--- src/rtl/qsym_pkg.sv ---
package qsym_pkg;

    localparam int SYM_W  = 4;
    localparam int HALVES = 2;

    // Phase indices within a slot
    localparam int PH_FETCH = 0;
    localparam int PH_LOAD  = 1;
    localparam int PH_FIRE  = 2;

    typedef struct packed {
        logic       basis;
        logic       value;
        logic [1:0] level;
    } qsym_t;

    typedef struct packed {
        logic intensity;
        logic basis;
        logic trigger;
    } pulse_t;

    function automatic pulse_t sym_to_pulse(input qsym_t s);
        pulse_t p;
        p.trigger   = 1'b1;
        p.basis     = s.basis;
        p.intensity = |s.level;
        return p;
    endfunction

endpackage

--- src/rtl/qsym_buffer.sv ---
module qsym_buffer #(
    parameter int DEPTH = 16,
    parameter int AW    = $clog2(DEPTH)
) (
    input  logic                      clk,
    input  logic                      rst,
    input  logic                      wr_en,
    input  logic [AW-1:0]             wr_addr,
    input  logic [qsym_pkg::SYM_W-1:0] wr_data,
    input  logic                      rd_en,
    input  logic [AW-1:0]             rd_addr,
    output logic [qsym_pkg::SYM_W-1:0] rd_data
);
    logic [qsym_pkg::SYM_W-1:0] mem [DEPTH];

    always_ff @(posedge clk) begin
        if (wr_en) begin
            mem[wr_addr] <= wr_data;
        end
    end

    always_ff @(posedge clk) begin
        if (rst) begin
            rd_data <= '0;
        end else if (rd_en) begin
            rd_data <= mem[rd_addr];
        end
    end
endmodule

--- src/rtl/qsym_slot_timer.sv ---
module qsym_slot_timer #(
    parameter int SLOT_CYCLES = 4,
    parameter int PW          = $clog2(SLOT_CYCLES)
) (
    input  logic          clk,
    input  logic          rst,
    input  logic          enable,
    output logic          run,
    output logic [PW-1:0] phase,
    output logic          slot_start,
    output logic          stop
);
    localparam logic [PW-1:0] LAST = PW'(SLOT_CYCLES - 1);

    logic slot_end;

    assign slot_end   = run && (phase == LAST);
    assign slot_start = run && (phase == '0);
    assign stop       = slot_end && !enable;

    always_ff @(posedge clk) begin
        if (rst) begin
            run   <= 1'b0;
            phase <= '0;
        end else if (!run) begin
            phase <= '0;
            if (enable) begin
                run <= 1'b1;
            end
        end else if (slot_end) begin
            phase <= '0;
            if (!enable) begin
                run <= 1'b0;
            end
        end else begin
            phase <= phase + 1'b1;
        end
    end
endmodule

--- src/rtl/qsym_half_ctrl.sv ---
module qsym_half_ctrl #(
    parameter int HALF_DEPTH = 8,
    parameter int HW         = $clog2(HALF_DEPTH),
    parameter int AW         = HW + 1
) (
    input  logic                          clk,
    input  logic                          rst,
    input  logic                          fetch,
    input  logic                          stop,
    input  logic [qsym_pkg::HALVES-1:0]   valid_set,
    input  logic [qsym_pkg::HALVES-1:0]   irq_ack,
    output logic [AW-1:0]                 rd_addr,
    output logic                          slot_ok,
    output logic [qsym_pkg::HALVES-1:0]   irq,
    output logic                          underrun
);
    logic                        cur_half;
    logic                        at_last;
    logic                        crossing;
    logic [qsym_pkg::HALVES-1:0] valid;

    assign cur_half = rd_addr[HW];
    assign at_last  = (rd_addr[HW-1:0] == {HW{1'b1}});
    assign crossing = fetch && at_last;

    always_ff @(posedge clk) begin
        if (rst) begin
            rd_addr  <= '0;
            slot_ok  <= 1'b0;
            underrun <= 1'b0;
        end else if (stop) begin
            rd_addr <= '0;
        end else if (fetch) begin
            rd_addr <= rd_addr + 1'b1;
            slot_ok <= valid[cur_half];
            if (!valid[cur_half]) begin
                underrun <= 1'b1;
            end
        end
    end

    for (genvar h = 0; h < qsym_pkg::HALVES; h++) begin : g_half
        logic leaving;
        assign leaving = crossing && (cur_half == 1'(h));

        always_ff @(posedge clk) begin
            if (rst) begin
                valid[h] <= 1'b0;
            end else if (valid_set[h]) begin
                valid[h] <= 1'b1;
            end else if (leaving) begin
                valid[h] <= 1'b0;
            end
        end

        always_ff @(posedge clk) begin
            if (rst) begin
                irq[h] <= 1'b0;
            end else if (stop) begin
                irq[h] <= 1'b0;
            end else if (leaving) begin
                irq[h] <= 1'b1;
            end else if (irq_ack[h]) begin
                irq[h] <= 1'b0;
            end
        end
    end
endmodule

--- src/rtl/qsym_pulse_out.sv ---
module qsym_pulse_out (
    input  logic                       clk,
    input  logic                       rst,
    input  logic                       load,
    input  logic                       fire,
    input  logic                       slot_ok,
    input  logic [qsym_pkg::SYM_W-1:0] sym_in,
    output logic [2:0]                 pulse,
    output logic [qsym_pkg::SYM_W-1:0] sym_bus
);
    import qsym_pkg::*;

    qsym_t  sym;
    pulse_t drive;

    assign sym   = qsym_t'(sym_in);
    assign drive = sym_to_pulse(sym);

    always_ff @(posedge clk) begin
        if (rst) begin
            pulse   <= '0;
            sym_bus <= '0;
        end else if (load) begin
            pulse   <= slot_ok ? 3'(drive) : 3'b000;
            sym_bus <= slot_ok ? sym_in : '0;
        end else if (fire) begin
            pulse <= '0;
        end
    end
endmodule

--- src/rtl/qubit_pulse_seq.sv ---
module qubit_pulse_seq #(
    parameter int HALF_DEPTH  = 8,
    parameter int SLOT_CYCLES = 4
) (
    input  logic                                 clk,
    input  logic                                 rst,
    input  logic                                 enable,
    input  logic                                 wr_en,
    input  logic [$clog2(HALF_DEPTH):0]          wr_addr,
    input  logic [3:0]                           wr_data,
    input  logic [1:0]                           valid_set,
    input  logic [1:0]                           irq_ack,
    output logic [1:0]                           irq,
    output logic                                 underrun,
    output logic [2:0]                           pulse,
    output logic [3:0]                           sym_bus
);
    import qsym_pkg::*;

    localparam int HW    = $clog2(HALF_DEPTH);
    localparam int AW    = HW + 1;
    localparam int DEPTH = HALVES * HALF_DEPTH;
    localparam int PW    = $clog2(SLOT_CYCLES);

    logic          run;
    logic [PW-1:0] phase;
    logic          slot_start;
    logic          stop;
    logic [AW-1:0] rd_addr;
    logic          slot_ok;
    logic [3:0]    rd_data;
    logic          load;
    logic          fire;

    assign load = run && (phase == PW'(PH_LOAD));
    assign fire = run && (phase == PW'(PH_FIRE));

    qsym_slot_timer #(.SLOT_CYCLES(SLOT_CYCLES), .PW(PW)) timer_i (
        .clk(clk), .rst(rst), .enable(enable),
        .run(run), .phase(phase), .slot_start(slot_start), .stop(stop)
    );

    qsym_half_ctrl #(.HALF_DEPTH(HALF_DEPTH), .HW(HW), .AW(AW)) half_i (
        .clk(clk), .rst(rst), .fetch(slot_start), .stop(stop),
        .valid_set(valid_set), .irq_ack(irq_ack),
        .rd_addr(rd_addr), .slot_ok(slot_ok), .irq(irq), .underrun(underrun)
    );

    qsym_buffer #(.DEPTH(DEPTH), .AW(AW)) buf_i (
        .clk(clk), .rst(rst),
        .wr_en(wr_en), .wr_addr(wr_addr), .wr_data(wr_data),
        .rd_en(slot_start), .rd_addr(rd_addr), .rd_data(rd_data)
    );

    qsym_pulse_out out_i (
        .clk(clk), .rst(rst), .load(load), .fire(fire),
        .slot_ok(slot_ok), .sym_in(rd_data),
        .pulse(pulse), .sym_bus(sym_bus)
    );
endmodule

--- config.mk ---
export PLATFORM = sky130hd
export DESIGN_NAME = qubit_pulse_seq
export DESIGN_NICKNAME = d
export VERILOG_FILES = /design/src/rtl/qsym_pkg.sv /design/src/rtl/qsym_buffer.sv /design/src/rtl/qsym_slot_timer.sv /design/src/rtl/qsym_half_ctrl.sv /design/src/rtl/qsym_pulse_out.sv /design/src/rtl/qubit_pulse_seq.sv
export SDC_FILE = /design/constraint.sdc
export NUM_CORES = 1
export LEC_CHECK = 0
export ABC_CLOCK_PERIOD_IN_PS = 1600
export BUFFER_PORTS_ARGS = -buffer_cell sky130_fd_sc_hd__buf_2
export CAP_MARGIN = 20
export CORE_MARGIN = 2
export CORE_UTILIZATION = 40
export CTS_CLUSTER_DIAMETER = 30
export CTS_CLUSTER_SIZE = 12
export DETAILED_ROUTE_END_ITERATION = 8
export PLACE_DENSITY_LB_ADDON = 0.3
export SYNTH_ARGS = -nofsm -noshare
export SYNTH_HDL_FRONTEND = slang
export SYNTH_SLANG_ARGS = --single-unit
--- constraint.sdc ---
create_clock -name clk -period 1.6 [get_ports clk]
set_input_delay 0.32 -clock clk [delete_from_list [all_inputs] [get_ports clk]]
set_output_delay 0.32 -clock clk [all_outputs]
set_load 0.01 [all_outputs]
==> metrics.csv, run 1 <==
metric,value,unit
status,"complete, no violations",
gr usage total,0.151,
"FF+latch count, synth",88,
area grow syn2layout,18.1,%
yosys warns,0,
Final min period,1590,ps
Compound-Gate Fraction of Synth Area,0.0690,
CTS tree,done,
number of global-route vias before repair,2158,
Max Fclk,629,MHz
RSZ-0062 raised after global routing,true,
max-slew violation count,0,
CP Data Required Time,1900,ps
H-tree levels,3,
final period utilization,0.993,
IO Count,26,
largest family of logic cells by synthesized area,simple AND/OR/NAND/NOR gates,
Synth Area in XOR/XNOR,0.00490,
Starting Density,0.412,
RePlAce Congestion,0.746,
IO buf count,25,
fraction of layout cells with a size suffix above 1,0.289,
DIE AREA,9710,um2
Post-synth EDFFs,64,
drt total wl,7050,um
Max transition margin,0.759,
largest net degree at the start of global routing,19,
Most used DFF post-synth,edfxtp_1,
CP arrival,1890,ps
adder-cell share of the synthesized area,0.0210,
mux cell area share after synthesis,0.0973,
Finished Layout Cells,413,
n_diodes,0,
Final #Nets,322,
Pre-antenna DRT Iters,4,
vias per cell,5.30,
Antenna Violating Nets Remaining,0,
Leak Pwr,1.45,nW
Post-CTS Hold Buffers,0,
pre-CTS WS,-35.0,ps
Final WS setup,11.2,ps
Unique masters post-synth,40,
worst vdd ir,0.526,mV
Setup TNS,0,ps
initial drt markers,119,
Crit Path Max Fanout,10,
Worst Tran Pin Value,352,ps
simple-gate share of the synthesized area,0.110,
first-pass GRT wire length,11200,um
initial antenna violation count,0,
Wirelength per Cell,17.1,um
die height,98.5,um
"most common cell after layout, fill and taps aside",edfxtp_1,
# placed instances,391,
most frequent cells in the layout,"edfxtp_1, nor2_1, buf_2, buf_4, dfxtp_1",
WS Path Type,register to register,
Crit. End Element,register,
Worst-path clk slew,90,ps
final core occ,0.486,
Max Cap Viol,0,
Worst Hold Class,primary input to register,
Finish-stage setup viols,0,
clk root buf,clkbuf_8,
post-synthesis cell area,3570,um2
Hold Worst Slack,152,ps
DR vias,2187,
clock latency on the worst-skew pair,370,ps
DP Wirelength,4750,um
clock skew,13.2,ps
Inserted Clock Buffers,9,
Mapped Nets,272,
Pwr Density,1010,nW/um2
Syn Area/Cell,14.3,um2
cells after synthesis,250,
sequential element share of the synthesized area,0.672,
DRC violations left,0,
num rows,34,
Sinks on Clock Net,88,
CTS Buffer Depth,2,
Overflow after GRT,0,
Setup crit start kind,register,
Die Wd,98.5,um
Hold Fails Final Rpt,0,
area of the core,8680,um2
Async SR Flop Fraction,0,
## worst paths after layout
check                                                    start                       endpoint  slack, ps  cells after the start
worst min-delay path                              valid_set[1]   half_i.valid[1]$_SDFFE_PP0P_        150                      3
worst max register to register  half_i.rd_addr[3]$_SDFFE_PP0P_  buf_i.rd_data[3]$_SDFFE_PP0P_         10                      6
worst min register to register   out_i.sym_bus[0]$_SDFFE_PP0P_  out_i.sym_bus[0]$_SDFFE_PP0P_        450                      2
worst max-delay path            half_i.rd_addr[3]$_SDFFE_PP0P_  buf_i.rd_data[3]$_SDFFE_PP0P_         10                      6
## cell families after synthesis
family / count (synthesis)
AOI/OAI and AO/OA: 36
xor gates and xnor gates: 2
adders and majority gates: 6
buffers and inverters: 16
DFF: 88
muxes: 24
and+or+nand+nor: 78
## worst max-delay path, cell delays in order, from the launching register on
cell and delay, ps:
dfxtp_4 360, buf_4 170, buf_4 170, nor2b_1 160, a2111oi_2 410, a21boi_1 110
o21ai_1 140
## synthesized netlist by cell type (all sizes together), types with 2 or more instances
cell type | count | share of area
ha | 6 | 0.021
a32oi | 2 | 0.0049
mux2 | 6 | 0.019
mux4 | 8 | 0.050
nand3 | 2 | 0.0028
a31oi | 3 | 0.0053
nand2b | 6 | 0.011
a21oi | 14 | 0.020
inv | 3 | 0.0032
a221o | 3 | 0.0084
dfxtp | 24 | 0.13
o21ai | 2 | 0.0028
clkbuf | 6 | 0.0063
nand3b | 3 | 0.0063
mux2i | 10 | 0.028
o22ai | 3 | 0.0053
nor3 | 5 | 0.0070
edfxtp | 64 | 0.54
buf | 7 | 0.016
nand4 | 5 | 0.0088
a2111oi | 5 | 0.014
nand4b | 2 | 0.0049
nor4 | 3 | 0.0053
nor2 | 27 | 0.028
nand2 | 15 | 0.016
nor2b | 6 | 0.011
## final cells by class
class                           count  area, um2
Timing Repair Buffer               52        378
Multi-Input combinational cell    146       1090
Sequential cell                    88       2410
Clock inverter                      7       71.3
Tap cell                          108        135
Fill cell                         776       4460
Inverter                            3       11.3
Clock buffer                        9        124
## flip-flops by register name, summed over array words and instances, names as in the netlist
register and count:
buf_i.mem 64, buf_i.rd_data 4, half_i.irq 2, half_i.rd_addr 4, half_i.slot_ok 1, half_i.underrun 1
half_i.valid 2, out_i.pulse 3, out_i.sym_bus 4, timer_i.phase 2, timer_i.run 1
## per-layer routing
layer | track usage | vias up | wire, um
met4 | 0.0474 | 0 | 85
met1 | 0.201 | 1071 | 3250
met2 | 0.244 | 51 | 3400
met5 | 0 | - | 0
li1 | - | 1054 | -
met3 | 0.0390 | 11 | 315
## through the flow
stage / power [W] / cell area (um2)
2_1_floorplan: 0.00272 / 3570
3_3_place_gp: 0.00283 / 3920
3_5_place_dp: 0.00284 / 3920
4_1_cts: 0.00432 / 4160
5_1_grt: 0.00442 / 4220
6_report: 0.00427 / 4220
## where the power goes
part           total (W)  switching [W]  internal, W
Sequential       0.00253      0.0000328      0.00250
Clock            0.00149       0.000876     0.000609
Combinational   0.000259       0.000151     0.000109
## timing repair
action                                  in CTS  in global routing
pin swaps                                    0                  4
endpoints found under the setup margin       4                  4
gates resized for setup                      4                  7
setup buffers                                0                  4
cloned                                       1                  1
(Power assumes the default switching activity.)
==> run 2: changes to the inputs <==
ABC_CLOCK_PERIOD_IN_PS = 1650   (was 1600)
BUFFER_PORTS_ARGS = not set   (was -buffer_cell sky130_fd_sc_hd__buf_2)
CELL_PAD_IN_SITES_DETAIL_PLACEMENT = 0   (was not set)
CELL_PAD_IN_SITES_GLOBAL_PLACEMENT = 1   (was not set)
DONT_BUFFER_PORTS = 1   (was not set)
clock period = 1.65 ns   (was 1.6 ns; I/O delays follow)
==> run 2 against run 1 <==
Worst setup slack better by 61 ps; combinational power is 27% lower; core utilization is 2.9 points lower; sequential power is 3% lower; critical path type unchanged; critical path depth stayed put; hold slack worse by 110 ps; sequential share of layout area is 3.5 points higher; first-iteration DRC count is 16% higher; wire length is 2.6% lower.
==> metrics.csv, run 2 (same netlist as run 1, synthesis figures left out) <==
metric,value,unit,change
status,"complete, no violations",,
largest net degree at the start of global routing,25,,+6
met1 Use GR,0.199,,-0.00150
Finish-stage setup viols,0,,unchanged
final period utilization,0.956,,-0.0366
Crit. End Element,register,,
crit path max-delay cell type,nor4_1,,
P_int,0.00310,W,-3.5%
WS Path Type,register to register,,
Final #Nets,286,,-11%
"most common cell after layout, fill and taps aside",edfxtp_1,,
NetSw,0.000982,W,-7.3%
Starting Density,0.412,,unchanged
Crit Path Max Fanout,7,,-3
Die Wd,98.5,um,unchanged
Post-CTS Hold Buffers,0,,unchanged
DP Wirelength,4710,um,-0.75%
Leak Pwr,1.26,nW,-13%
met3 usage,0.0553,,+0.0163
CP max stage delay,410,ps,about the same
gr usage total,0.149,,-0.00230
Inserted Clock Buffers,9,,unchanged
Top delay family on crit path,simple AND/OR/NAND/NOR gates,,
Worst Hold Class,primary input to register,,
CTS tree,done,,
Sinks on Clock Net,88,,unchanged
Finished Layout Cells,377,,-8.7%
worst vdd ir,0.638,mV,+21%
clock skew,10.1,ps,-3.11 ps
DRC violations left,0,,unchanged
Hold Fails Final Rpt,0,,unchanged
fraction of layout cells with a size suffix above 1,0.190,,-0.0989
Pre-antenna DRT Iters,4,,unchanged
max reg flops,64,,unchanged
first-pass GRT wire length,10900,um,-3.3%
Setup crit start kind,register,,
num rows,34,,unchanged
Max Fclk,634,MHz,+0.68%
max-slew violation count,0,,unchanged
die height,98.5,um,unchanged
area grow syn2layout,11.1,%,
CP Buf/Inv Count,2,,unchanged
GRT met2 Usage,0.224,,-0.0204
switch share,0.240,,-0.00739
Clock Power Share,0.352,,+0.004
clock latency on the worst-skew pair,360,ps,about the same
Worst-path clk slew,90,ps,about the same
H-tree levels,3,,unchanged
Antenna Violating Nets Remaining,0,,unchanged
drt total wl,6870,um,-2.6%
Logic pwr share,0.046,,-0.015
Top reg by flops,buf_i.mem,,
IO buf count,0,,-100%
Overflow after GRT,0,,unchanged
Final min period,1580,ps,-10.8 ps
Max Cap Viol,0,,unchanged
most frequent cells in the layout,"edfxtp_1, nor2_1, dfxtp_1, nand2_1",,
Max transition margin,0.658,,-0.101
vias per cell,5.37,,+1.3%
most crowded layer after global routing,met2,,
number of global-route vias before repair,1981,,-8.2%
CP Data Required Time,1950,ps,+50 ps
Seq pwr share,0.602,,+0.010
Design Power,0.00408,W,-4.5%
DR vias,2023,,-7.5%
area of the core,8680,um2,unchanged
CTS Buffer Depth,2,,unchanged
Worst Tran Pin Value,509,ps,+158 ps
RSZ-0062 raised after global routing,false,,
CP arrival,1880,ps,about the same
initial drt markers,138,,+16%
DIE AREA,9710,um2,unchanged
clk root buf,clkbuf_8,,
n_diodes,0,,unchanged
initial antenna violation count,0,,unchanged
Pwr Density,1030,nW/um2,+1.6%
IO Count,26,,unchanged
CP cell instances,inv_1 -> ha_1 -> nand2_1 -> buf_4 -> nor4_1 -> a221o_1,,
Wirelength per Cell,18.2,um,+6.8%
RePlAce Congestion,0.812,,+8.8%
# placed instances,361,,-7.7%
[run 2: changes by cell type in the layout (fill, tap and decap cells not counted), moves of 2 or more]
cell / before / now
buf_2: 25 / 0
buf_4: 24 / 14
dfxtp_2: 0 / 2
dfxtp_4: 2 / 0
inv_6: 3 / 1
[run 2: layout make-up]
class	instances	area [um2]
clock inverters	7	72.6
clock buffers	9	124
multi-input cells	146	1090
repair buffers	16	136
fillers	792	4710
inverters	3	11.3
well taps	108	135
flip-flops and latches	88	2400
[run 2: worst register-to-register path: stages, from the launching register on]
cell and delay (ps):
dfxtp_1 350, inv_1 80, ha_1 220, nand2_1 90, buf_4 170, nor4_1 410, a221o_1 210
[run 2: worst paths after layout]
check	slack, ps	from	cells after the start	to
max	70	timer_i.phase[0]$_SDFF_PP0_	6	buf_i.rd_data[2]$_SDFFE_PP0P_
min	40	rst	1	out_i.pulse[1]$_SDFFE_PP0P_
max reg2reg	70	timer_i.phase[0]$_SDFF_PP0_	6	buf_i.rd_data[2]$_SDFFE_PP0P_
min reg2reg	480	half_i.valid[0]$_SDFFE_PP0P_	2	half_i.valid[0]$_SDFFE_PP0P_
[run 2: stage by stage]
| stage | hold WS [ps] | util | area, um2 | setup WS, ps | TNS (ps) |
|---|---|---|---|---|---|
| detailed placement | 407 | 0.433 | 3760 | 14.6 | 0 |
| global route | 9.02 | 0.457 | 3970 | 10.7 | 0 |
| floorplan | 429 | - | 3570 | 119 | 0 |
| global placement | 405 | 0.433 | 3760 | -11.2 | -11.2 |
| CTS | 16.8 | 0.456 | 3960 | 3.62 | 0 |
| finish | 37.8 | 0.457 | 3970 | 72.0 | 0 |
[run 2: what timing repair did]
| action | CTS | global route |
|---|---|---|
| endpoints found under the hold margin | 0 | 0 |
| endpoints found under the setup margin | 0 | 3 |
| resized for setup | 0 | 7 |
| setup buffers | 0 | 0 |
[run 2: power by group through the flow]
stage | registers (W) | clock network, W | logic (W)
2_1_floorplan | 0.00250 | 0 | 0.000145
3_3_place_gp | 0.00251 | 0 | 0.000185
3_5_place_dp | 0.00251 | 0 | 0.000185
6_report | 0.00246 | 0.00144 | 0.000188
5_1_grt | 0.00247 | 0.00157 | 0.000206
4_1_cts | 0.00246 | 0.00147 | 0.000186
[run 2: per-layer routing]
| metal | routed length (um) | share of wire |
|---|---|---|
| met1 | 3320 | 0.48 |
| met2 | 3130 | 0.46 |
| met3 | 307 | 0.045 |
| met4 | 109 | 0.016 |
| met5 | 0 | 0 |
==> run 3: changes to the inputs <==
ABC_AREA = 1   (was not set)
CAP_MARGIN = not set   (was 20)
CORE_UTILIZATION = 45   (was 40)
==> run 3 against run 2 <==
Sequential share of layout area is 0.29 points higher; clock-buffer cell count stayed put; clock power is 8% lower; highest routed layer unchanged.
==> metrics.csv, run 3 <==
metric,value,unit,change
status,"complete, no violations",,
Setup crit start kind,register,,
RR Endpoint,half_i.valid[0]$_SDFFE_PP0P_,,
Most used DFF post-synth,edfxtp_1,,
sequential element share of the synthesized area,0.652,,-0.0208
area grow syn2layout,7.09,%,
Sinks on Clock Net,88,,unchanged
DR vias,2430,,+20%
die height,94.5,um,-4.1%
fraction of layout cells with a size suffix above 1,0.0729,,-0.117
Compound-Gate Fraction of Synth Area,0.0258,,-0.0432
n_diodes,0,,unchanged
R2R depth,5,,-1
CP Launch Point,half_i.rd_addr[1]$_SDFFE_PP0P_,,
clk root buf,clkbuf_8,,
Starting Density,0.456,,+0.0439
Final #Nets,401,,+40%
Crit. End Element,register,,
worst vdd ir,0.611,mV,-4.3%
yosys warns,0,,unchanged
simple-gate share of the synthesized area,0.247,,+0.137
Finish-stage setup viols,0,,unchanged
clock skew,10.1,ps,+0.0153 ps
Leak Pwr,1.52,nW,+21%
Mapped Nets,396,,+46%
share of the synthesized area in the top cell type,0.521,,-0.0166
Unique masters post-synth,22,,-45%
DRC violations left,0,,unchanged
Async SR Flop Fraction,0,,unchanged
num rows,33,,-2.9%
pre-CTS WS,208,ps,+194 ps
Post-CTS Hold Buffers,0,,unchanged
Crit Path Max Fanout,7,,unchanged
H-tree levels,3,,unchanged
post-synthesis cell area,3690,um2,+3.2%
"FF+latch count, synth",88,,unchanged
Final min period,1400,ps,-179 ps
DIE AREA,8930,um2,-7.9%
Syn Area/Cell,9.86,um2,-31%
Antenna Violating Nets Remaining,0,,unchanged
Max Fclk,715,MHz,+13%
CTS tree,done,,
gr usage total,0.181,,+0.0322
top post-synthesis cells by count,"nand2_1, edfxtp_1, nand3_1",,
Die Wd,94.5,um,-4.1%
Pre-antenna DRT Iters,4,,unchanged
CP Data Required Time,1910,ps,-40 ps
Overflow after GRT,0,,unchanged
Synth area leader,edfxtp_1,,
Setup TNS,0,ps,unchanged
drt total wl,7340,um,+6.8%
Wirelength per Cell,15.0,um,-18%
IO buf count,0,,unchanged
final period utilization,0.848,,-0.108
top-count cell post-synth,nand2_1,,
most frequent cells in the layout,"nand2_1, edfxtp_1, nand3_1, nor2_1, dfxtp_1",,
"most common cell after layout, fill and taps aside",nand2_1,,
CP arrival,1660,ps,-220 ps
number of global-route vias before repair,2411,,+22%
Synth Area in XOR/XNOR,0,,-0.00490
Max transition margin,0.704,,+0.0455
area of the core,8090,um2,-6.7%
Inserted Clock Buffers,9,,unchanged
PostCTS Resize Cnt,0,,unchanged
Hold Fails Final Rpt,0,,unchanged
cells after synthesis,374,,+50%
WS Path Type,register to register,,
CTS Buffer Depth,2,,unchanged
Final WS setup,251,ps,+179 ps
largest family of logic cells by synthesized area,simple AND/OR/NAND/NOR gates,,
max reg flops,64,,unchanged
Area contributors post-synth,"edfxtp_1, nand2_1, dfxtp_1",,
IO Count,26,,unchanged
Pwr Density,1040,nW/um2,+1.1%
reg2reg setup slack,250,ps,+180 ps
initial drt markers,130,,-5.8%
max-slew violation count,0,,unchanged
Top reg by flops,buf_i.mem,,
Worst Hold Class,primary input to register,,
Max Cap Viol,0,,unchanged
DP Wirelength,5050,um,+7.1%
largest net degree at the start of global routing,35,,+40%
adder-cell share of the synthesized area,0.0204,,-0.000649
RePlAce Congestion,0.820,,+0.96%
vias per cell,4.97,,-7.4%
Post-synth EDFFs,64,,unchanged
Worst-path clk slew,90,ps,about the same
first-pass GRT wire length,12000,um,+10%
clock latency on the worst-skew pair,360,ps,about the same
Setup Buffers After CTS,0,,unchanged
Worst Tran Pin Value,444,ps,-64.9 ps
RSZ-0062 raised after global routing,false,,
Critical Path Sink,half_i.valid[0]$_SDFFE_PP0P_,,
mux cell area share after synthesis,0,,-0.0973
initial antenna violation count,0,,unchanged
launch point of the worst reg-to-reg path,half_i.rd_addr[1]$_SDFFE_PP0P_,,
==> run 3: critical path, cell delays in order (launching register included) <==
cell	delay, ps
dfxtp_1	600
ha_1	240
ha_1	160
nand3_1	110
a21oi_1	150
nor2_1	50
==> run 3: per-stage QoR <==
step / utilization / instance area, um2 / power [W] / instances / hold WS, ps
finish: 0.488 / 3950 / 0.00411 / 489 / 21.8
global route: 0.488 / 3950 / 0.00429 / 489 / 6.93
CTS: 0.488 / 3950 / 0.00413 / 489 / 11.9
detailed placement: 0.467 / 3780 / 0.00284 / 473 / 403
global placement: 0.467 / 3780 / 0.00284 / 473 / 401
floorplan: - / 3690 / 0.00278 / 374 / 429
==> run 3: power breakdown <==
part           switching (W)  internal, W
clock network       0.000780     0.000541
logic               0.000210     0.000109
registers          0.0000368      0.00243
==> run 3: cells by family after synthesis <==
logic type / count (synthesis)
DFF: 88
adders and majority gates: 6
buffers and inverters: 39
and+or+nand+nor: 223
AOI/OAI and AO/OA: 18
==> run 3: metal layers <==
metal  vias to the layer above  global-route usage  share of wire
met2                        55               0.293           0.47
met1                      1126               0.236           0.46
li1                       1237                   -              -
met4                         0              0.0628          0.015
met5                         -                   0              0
met3                        12              0.0479          0.049
==> run 3: final cells by class <==
cell class | instances | area [um2]
Clock buffer | 9 | 124
Fill cell | 795 | 4140
Clock inverter | 7 | 46.3
Sequential cell | 88 | 2400
Inverter | 27 | 106
Timing Repair Buffer | 6 | 57.6
Tap cell | 105 | 131
Multi-Input combinational cell | 247 | 1080
==> run 3: how the worst min path moves through the flow <==
| stage | start | endpoint | slack [ps] | depth (start not counted) |
|---|---|---|---|---|
| final | rst | out_i.pulse[1]$_SDFFE_PP0P_ | 20 | 1 |
| after global routing | rst | out_i.pulse[1]$_SDFFE_PP0P_ | 7 | 1 |
| after floorplan | wr_data[0] | buf_i.mem[0][0]$_DFFE_PP_ | 430 | 0 |
| after CTS | rst | out_i.pulse[0]$_SDFFE_PP0P_ | 10 | 1 |
| after detailed placement | rst | out_i.pulse[0]$_SDFFE_PP0P_ | 400 | 1 |
| after global placement | rst | out_i.pulse[0]$_SDFFE_PP0P_ | 400 | 1 |
